`src/rtl/vc_pkg.sv`:
```
package vc_pkg;
  typedef enum logic [1:0] {
    SRC_DIRECT = 2'd0,
    SRC_VICTIM = 2'd1,
    SRC_MEMORY = 2'd2
  } vc_src_e;

  typedef enum logic [1:0] {
    ST_IDLE = 2'd0,
    ST_SWAP = 2'd1,
    ST_WAIT = 2'd2
  } vc_state_e;
endpackage

```
`src/rtl/vc_dm_store.sv`:
```
module vc_dm_store #(
  parameter int ADDR_W = 8,
  parameter int IDX_W  = 3,
  parameter int DATA_W = 32
) (
  input  logic              clk,
  input  logic              rst_n,
  input  logic [ADDR_W-1:0] lk_addr,
  output logic              lk_hit,
  output logic              lk_valid,
  output logic [ADDR_W-1:0] lk_line,
  output logic [DATA_W-1:0] lk_data,
  input  logic              wr_en,
  input  logic [ADDR_W-1:0] wr_addr,
  input  logic [DATA_W-1:0] wr_data
);
  localparam int TAG_W = ADDR_W - IDX_W;
  localparam int SETS  = 1 << IDX_W;

  logic [SETS-1:0]   vld_q;
  logic [TAG_W-1:0]  tag_q [SETS];
  logic [DATA_W-1:0] dat_q [SETS];

  logic [IDX_W-1:0] lk_idx, wr_idx;
  logic [TAG_W-1:0] lk_tag;

  assign lk_idx   = lk_addr[IDX_W-1:0];
  assign lk_tag   = lk_addr[ADDR_W-1:IDX_W];
  assign wr_idx   = wr_addr[IDX_W-1:0];
  assign lk_valid = vld_q[lk_idx];
  assign lk_hit   = lk_valid && (tag_q[lk_idx] == lk_tag);
  assign lk_line  = {tag_q[lk_idx], lk_idx};
  assign lk_data  = dat_q[lk_idx];

  always_ff @(posedge clk or negedge rst_n) begin
    if (!rst_n) begin
      vld_q <= '0;
    end else if (wr_en) begin
      vld_q[wr_idx] <= 1'b1;
    end
  end

  always_ff @(posedge clk) begin
    if (wr_en) begin
      tag_q[wr_idx] <= wr_addr[ADDR_W-1:IDX_W];
      dat_q[wr_idx] <= wr_data;
    end
  end
endmodule

```
`src/rtl/vc_victim_buf.sv`:
```
module vc_victim_buf #(
  parameter int ADDR_W  = 8,
  parameter int DATA_W  = 32,
  parameter int ENTRIES = 4,
  localparam int WAY_W  = (ENTRIES > 1) ? $clog2(ENTRIES) : 1
) (
  input  logic               clk,
  input  logic               rst_n,
  input  logic [ADDR_W-1:0]  lk_addr,
  output logic               lk_hit,
  output logic [ENTRIES-1:0] lk_hit_vec,
  output logic [WAY_W-1:0]   lk_way,
  output logic [DATA_W-1:0]  lk_data,
  output logic [WAY_W-1:0]   repl_way,
  input  logic               wr_en,
  input  logic [WAY_W-1:0]   wr_way,
  input  logic               wr_valid,
  input  logic [ADDR_W-1:0]  wr_addr,
  input  logic [DATA_W-1:0]  wr_data
);
  logic [ENTRIES-1:0] vld_q;
  logic [ADDR_W-1:0]  adr_q [ENTRIES];
  logic [DATA_W-1:0]  dat_q [ENTRIES];
  logic [WAY_W-1:0]   age_q [ENTRIES];
  logic [WAY_W-1:0]   age_d [ENTRIES];

  for (genvar gi = 0; gi < ENTRIES; gi++) begin : g_ent
    assign lk_hit_vec[gi] = vld_q[gi] && (adr_q[gi] == lk_addr);

    always_ff @(posedge clk or negedge rst_n) begin
      if (!rst_n) begin
        vld_q[gi] <= 1'b0;
        age_q[gi] <= WAY_W'(gi);
      end else if (wr_en) begin
        age_q[gi] <= age_d[gi];
        if (wr_way == WAY_W'(gi)) vld_q[gi] <= wr_valid;
      end
    end

    always_ff @(posedge clk) begin
      if (wr_en && (wr_way == WAY_W'(gi))) begin
        adr_q[gi] <= wr_addr;
        dat_q[gi] <= wr_data;
      end
    end
  end

  assign lk_hit = |lk_hit_vec;

  always_comb begin
    lk_way  = '0;
    lk_data = '0;
    for (int i = 0; i < ENTRIES; i++) begin
      if (lk_hit_vec[i]) begin
        lk_way  = WAY_W'(i);
        lk_data = dat_q[i];
      end
    end
  end

  // Lowest empty entry first, otherwise the oldest written one.
  always_comb begin
    logic found;
    found    = 1'b0;
    repl_way = '0;
    for (int i = 0; i < ENTRIES; i++) begin
      if (!found && !vld_q[i]) begin
        found    = 1'b1;
        repl_way = WAY_W'(i);
      end
    end
    if (!found) begin
      for (int i = 0; i < ENTRIES; i++) begin
        if (age_q[i] == WAY_W'(ENTRIES - 1)) repl_way = WAY_W'(i);
      end
    end
  end

  // Ages stay a permutation: the written entry becomes 0, younger ones age by one.
  always_comb begin
    for (int i = 0; i < ENTRIES; i++) begin
      if (WAY_W'(i) == wr_way)              age_d[i] = '0;
      else if (age_q[i] < age_q[wr_way])    age_d[i] = age_q[i] + 1'b1;
      else                                   age_d[i] = age_q[i];
    end
  end
endmodule

```
`src/rtl/victim_cache.sv`:
```
module victim_cache #(
  parameter int ADDR_W     = 8,
  parameter int IDX_W      = 3,
  parameter int DATA_W     = 32,
  parameter int VC_ENTRIES = 4
) (
  input  logic              clk,
  input  logic              rst_n,
  input  logic              req_valid,
  input  logic [ADDR_W-1:0] req_addr,
  output logic              req_ready,
  output logic              resp_valid,
  output logic [DATA_W-1:0] resp_data,
  output logic [1:0]        resp_src,
  output logic              mem_rd_valid,
  output logic [ADDR_W-1:0] mem_rd_addr,
  input  logic              mem_rsp_valid,
  input  logic [DATA_W-1:0] mem_rsp_data
);
  import vc_pkg::*;
  localparam int WAY_W = (VC_ENTRIES > 1) ? $clog2(VC_ENTRIES) : 1;

  logic [1:0] rst_sync_q;
  logic       rst_i_n;

  always_ff @(posedge clk or negedge rst_n) begin
    if (!rst_n) rst_sync_q <= 2'b00;
    else        rst_sync_q <= {rst_sync_q[0], 1'b1};
  end
  assign rst_i_n = rst_sync_q[1];

  vc_state_e         state_q, state_d;
  logic [ADDR_W-1:0] cur_q;
  logic              rv_q, rv_d, mrv_q, mrv_d;
  logic [DATA_W-1:0] rdata_q, rdata_d;
  vc_src_e           rsrc_q, rsrc_d;
  logic              accept;

  logic [ADDR_W-1:0] look_addr;
  logic              dm_hit, dm_valid, dm_wr;
  logic [ADDR_W-1:0] dm_line;
  logic [DATA_W-1:0] dm_data, dm_wdata;

  logic                  vb_hit, vb_wr, vb_wvalid;
  logic [VC_ENTRIES-1:0] vb_hit_vec;
  logic [WAY_W-1:0]      vb_way, vb_repl, vb_wway;
  logic [DATA_W-1:0]     vb_data;

  assign accept    = req_valid && (state_q == ST_IDLE);
  assign look_addr = (state_q == ST_IDLE) ? req_addr : cur_q;

  vc_dm_store #(.ADDR_W(ADDR_W), .IDX_W(IDX_W), .DATA_W(DATA_W)) u_dm (
    .clk(clk), .rst_n(rst_i_n), .lk_addr(look_addr), .lk_hit(dm_hit),
    .lk_valid(dm_valid), .lk_line(dm_line), .lk_data(dm_data),
    .wr_en(dm_wr), .wr_addr(cur_q), .wr_data(dm_wdata)
  );

  vc_victim_buf #(.ADDR_W(ADDR_W), .DATA_W(DATA_W), .ENTRIES(VC_ENTRIES)) u_vb (
    .clk(clk), .rst_n(rst_i_n), .lk_addr(look_addr), .lk_hit(vb_hit),
    .lk_hit_vec(vb_hit_vec), .lk_way(vb_way), .lk_data(vb_data),
    .repl_way(vb_repl), .wr_en(vb_wr), .wr_way(vb_wway), .wr_valid(vb_wvalid),
    .wr_addr(dm_line), .wr_data(dm_data)
  );

  always_comb begin
    state_d   = state_q;
    rv_d      = 1'b0;
    mrv_d     = 1'b0;
    rdata_d   = rdata_q;
    rsrc_d    = rsrc_q;
    dm_wr     = 1'b0;
    dm_wdata  = mem_rsp_data;
    vb_wr     = 1'b0;
    vb_wway   = vb_repl;
    vb_wvalid = 1'b1;
    case (state_q)
      ST_IDLE: begin
        if (accept) begin
          if (dm_hit) begin
            rv_d    = 1'b1;
            rdata_d = dm_data;
            rsrc_d  = SRC_DIRECT;
          end else if (vb_hit) begin
            state_d = ST_SWAP;
          end else begin
            state_d = ST_WAIT;
            mrv_d   = 1'b1;
          end
        end
      end
      ST_SWAP: begin
        dm_wr     = 1'b1;
        dm_wdata  = vb_data;
        vb_wr     = 1'b1;
        vb_wway   = vb_way;
        vb_wvalid = dm_valid;
        rv_d      = 1'b1;
        rdata_d   = vb_data;
        rsrc_d    = SRC_VICTIM;
        state_d   = ST_IDLE;
      end
      ST_WAIT: begin
        if (mem_rsp_valid) begin
          dm_wr   = 1'b1;
          vb_wr   = dm_valid;
          rv_d    = 1'b1;
          rdata_d = mem_rsp_data;
          rsrc_d  = SRC_MEMORY;
          state_d = ST_IDLE;
        end
      end
      default: state_d = ST_IDLE;
    endcase
  end

  always_ff @(posedge clk or negedge rst_i_n) begin
    if (!rst_i_n) begin
      state_q <= ST_IDLE;
      rv_q    <= 1'b0;
      mrv_q   <= 1'b0;
      rsrc_q  <= SRC_DIRECT;
    end else begin
      state_q <= state_d;
      rv_q    <= rv_d;
      mrv_q   <= mrv_d;
      if (rv_d) rsrc_q <= rsrc_d;
    end
  end

  always_ff @(posedge clk) begin
    if (accept) cur_q   <= req_addr;
    if (rv_d)   rdata_q <= rdata_d;
  end

  assign req_ready    = (state_q == ST_IDLE);
  assign resp_valid   = rv_q;
  assign resp_data    = rdata_q;
  assign resp_src     = rsrc_q;
  assign mem_rd_valid = mrv_q;
  assign mem_rd_addr  = cur_q;
endmodule

```
`config.mk`:
```
export PLATFORM = sky130hd
export DESIGN_NAME = victim_cache
export DESIGN_NICKNAME = d
export VERILOG_FILES = /design/src/rtl/vc_pkg.sv /design/src/rtl/vc_dm_store.sv /design/src/rtl/vc_victim_buf.sv /design/src/rtl/victim_cache.sv
export SDC_FILE = /design/constraint.sdc
export NUM_CORES = 1
export LEC_CHECK = 0
export ABC_AREA = 1
export BUFFER_PORTS_ARGS = -buffer_cell sky130_fd_sc_hd__buf_2
export CAP_MARGIN = 20
export CORE_ASPECT_RATIO = 0.8
export CORE_MARGIN = 1
export CORE_UTILIZATION = 55
export CTS_CLUSTER_DIAMETER = 40
export CTS_CLUSTER_SIZE = 28
export DETAILED_ROUTE_END_ITERATION = 16
export PLACE_DENSITY_LB_ADDON = 0.1
export SETUP_SLACK_MARGIN = 0.02
export SLEW_MARGIN = 20
export SYNTH_ARGS = -nofsm -noshare
export SYNTH_HDL_FRONTEND = slang
export SYNTH_SLANG_ARGS = --single-unit
```
`constraint.sdc`:
```
create_clock -name clk -period 2.3 [get_ports clk]
set_input_delay 0.115 -clock clk [delete_from_list [all_inputs] [get_ports clk]]
set_output_delay 0.115 -clock clk [all_outputs]
set_load 0.005 [all_outputs]
```
==> impl_metrics.tcl <==
set metrics [dict create \
    post-dp-hpwl_um 37100 \
    rsz0062_at_grt "yes" \
    nFillCells 2459 \
    hold_viol 0 \
    hold_path.class "in2reg" \
    status "complete, but fails checks" \
    final_util_pct 73.9 \
    core_um2 38700 \
    r2r_start "state_q[1]$_DFFE_PN0P_" \
    worst-setup-path-type "reg2reg" \
    cp_slowest_stage_delay_ps 390 \
    grt_max_degree 106 \
    violations "negative setup slack" \
    final_antenna_net_count 0 \
    synth_flop_cell "edfxtp_1" \
    cp_max_fo 8 \
    fin_area_um2 28600 \
    finalCritPeriodShare_pct 134 \
    die_y_um 180 \
    drive_gt1_share_pct 27.7 \
    synth_area_um2 21900 \
    whs_ps 4.25 \
    drt_iter0_markers 2060 \
    synth_nets 1952 \
    root_buffer "clkbuf_16" \
    setup_ws_ps -780 \
    cp_common_cell "nand2_2" \
    cp-endpoint "resp_data[21]$_DFFE_PP_" \
    slew_headroom_pct 66.4 \
    ys_seq_elements 524 \
    die_x_um 225 \
    clk_pin_slew_ps 60 \
    wire_per_inst_um 21.6 \
    htreeDepth 2 \
    avgSynthCellArea_um2 11.5 \
    async_flop_share_pct 5.34 \
    p_leak_nw 10.9 \
    dieArea_um2 40600 \
    initial_core_util_pct 56.6 \
    cts_tree "yes" \
    clk_path_buf_depth 3 \
    cts_buffers 53 \
    syn-instance-count 1899 \
    ys_top_cells_by_area "edfxtp_1 (68%), nor2_1 (6.3%), nand2_1 (5.3%)" \
    rrSetupSlack_ps -780 \
    rows 64 \
    grt_overflow 0 \
    drv_cap 0 \
    drcViolationCount 0 \
    pin_count 89 \
    io_buffers 88 \
    crit_path_start_kind "register" \
    synth_edf_count 496 \
    crit_arrival_ps 3370 \
    vias 16400 \
    endpoint_kind "register" \
    worstMarginPinSlew_ps 504 \
    powerDensity_nw_per_um2 1200 \
    dp_slack_ps -795 \
    r2r-end "resp_data[21]$_DFFE_PP_" \
    grt_pass1_vias 15200 \
    wirelength_um 61200 \
    dpl-instance-area_um2 25200 \
    gp_congestion 0.917 \
    max_freq_mhz 325 \
    grt_usage_pct 28.7 \
    ys.warnings.count 0 \
    slew_viol_final 0 \
    critPathRequiredTime_ps 2590 \
    synth.most_common_cell "edfxtp_1" \
    synthTopCellsByCount "edfxtp_1 (496), nor2_1 (368), nand2_1 (307), o21ai_0 (144), a21oi_1 (104)" \
    yosys.area.top_type_share_pct 68.1 \
    vdd_drop_max_mv 0.621 \
    drtPass1Iterations 6 \
    period_minus_slack_ps 3080 \
    crit_start "state_q[1]$_DFFE_PN0P_" \
    viasPerCell 5.80 \
    finalPower_w 0.0343 \
    fin_worst_skew_ps 39.2 \
    antenna_found_initial 0 \
    nNetsFinal 2315 \
    ys_seq_area_share_pct 71.3 \
    clock_latency_ps 610 \
    r2r_cells 20 \
    synth_area_leader_cell "edfxtp_1" \
    synth_cell_types 39 \
    finalSetupViolations 626 \
    grt_pass1_wl_um 87500 \
    path_cells "inv_2 > ha_4 > inv_4 > nand2_4 > nand2_8 > clkbuf_16 > nand2_1 > nand3_1 > nand3_2 > nand2_2 > xor2_1 > nor2_2 > nand3_4 > nor2_4 > nand2_2 > nand2_2 > nand3_4 > clkinvlp_4 > buf_12 > buf_12" \
    areaGrowthSynthToFinish_pct 30.6 \
    cts_sinks 524 \
    crit_slowest_cell "dfrtp_1" \
]
cell families (layout without fill, tap and decap cells):
logic type                 Yosys count  count (layout)  synth area share (%)
xor gates and xnor gates            11              11                 0.440
buffers and inverters              183             590                  3.41
and+or+nand+nor                    817             817                  15.2
AOI/OAI and AO/OA                  354             354                  9.08
DFF                                524             524                  71.3
other                                1               2                0.0171
adders and majority gates            9               9                 0.515
how the worst min path moves through the flow:
| stage | start | to | slack (ps) | cells after the start |
|---|---|---|---|---|
| 2_1_floorplan | rst_n | rst_sync_q[0]$_DFF_PN0_ | -180 | 0 |
| 3_3_place_gp | rst_n | rst_sync_q[0]$_DFF_PN0_ | -100 | 1 |
| 3_5_place_dp | rst_n | rst_sync_q[1]$_DFF_PN0_ | -100 | 1 |
| 4_1_cts | mem_rsp_data[26] | u_dm.dat_q[4][26]$_DFFE_PP_ | 20 | 4 |
| 5_1_grt | mem_rsp_data[15] | resp_data[15]$_DFFE_PP_ | 10 | 3 |
| 6_report | mem_rsp_data[15] | resp_data[15]$_DFFE_PP_ | 4 | 3 |
power by group:
part | total, W | switching, W | leakage, nW | internal (W)
Sequential | 0.0123 | 0.000275 | 4.80 | 0.0120
Clock | 0.00895 | 0.00398 | 0.881 | 0.00497
Combinational | 0.0130 | 0.00784 | 5.24 | 0.00520
Total | 0.0343 | 0.0121 | 10.9 | 0.0222
critical path: cells and delay by family (launching register included):
family        cells  cell delay (ps)
simple gates     12             1250
buf+inv           6              730
fa+ha+maj         1              210
flops             1              390
xor+xnor          1              160
area by class of cell:
class	instances	area, um2	area share (%)
clock inverter	44	523	1.83
multi-input combinational	1192	6260	21.9
timing repair buffer	408	3840	13.4
sequential	524	15600	54.6
tap	528	661	2.31
clock buffer	55	1330	4.67
inverter	83	352	1.23
antenna	1	2.50	0.00876
placed cells by master, fill, tap and decap left out, types with 10 or more instances in the layout:
master / instances
a21oi_1: 100
a31oi_1: 31
buf_12: 49
buf_2: 88
buf_4: 204
buf_6: 17
clkbuf_16: 63
clkinvlp_4: 11
dfrtp_1: 24
dlygate4sd3_1: 36
edfxtp_1: 496
inv_1: 65
inv_6: 10
nand2_1: 256
nand2_2: 48
nand2_4: 12
nand3_1: 82
nand3_2: 21
nor2_1: 348
nor2_4: 15
o21ai_0: 136
o22ai_1: 37
o311ai_1: 16
o311ai_2: 13
layer usage:
| layer | GRT usage (%) | share of wire, % | up-vias | wire, um |
|---|---|---|---|---|
| met2 | 42.9 | 45 | 880 | 27800 |
| met4 | 7.07 | 1.5 | 0 | 917 |
| li1 | - | - | 7465 | - |
| met1 | 43.2 | 42 | 8002 | 25900 |
| met3 | 5.72 | 11 | 83 | 6510 |
| met5 | 0.478 | 0 | - | 0 |
flip-flops by register name (all words and copies together), names as in the netlist:
signal and cells:
mem_rd_addr 8, mem_rd_valid 1, resp_data 32, resp_src 2, resp_valid 1, rst_sync_q 2, state_q 2, u_dm.dat_q 256
u_dm.tag_q 40, u_dm.vld_q 8, u_vb.adr_q 32, u_vb.age_q 8, u_vb.dat_q 128, u_vb.vld_q 4
what timing repair did:
action	4_1_cts	5_1_grt
gates cloned	1	12
endpoints found under the setup margin	626	715
buffers inserted	3	21
resized for setup	23	139
hold endpoints to repair	153	0
pin swaps	6	43
hold buffers	36	0
through the flow:
| step | instances | setup TNS, ps |
|---|---|---|
| CTS | 2803 | -328090 |
| finish | 2835 | -316210 |
| global placement | 2664 | -305070 |
| global route | 2834 | -409720 |
| detailed placement | 2664 | -352080 |
| floorplan | 1899 | -165300 |
Power figures use the tool's default switching activity.
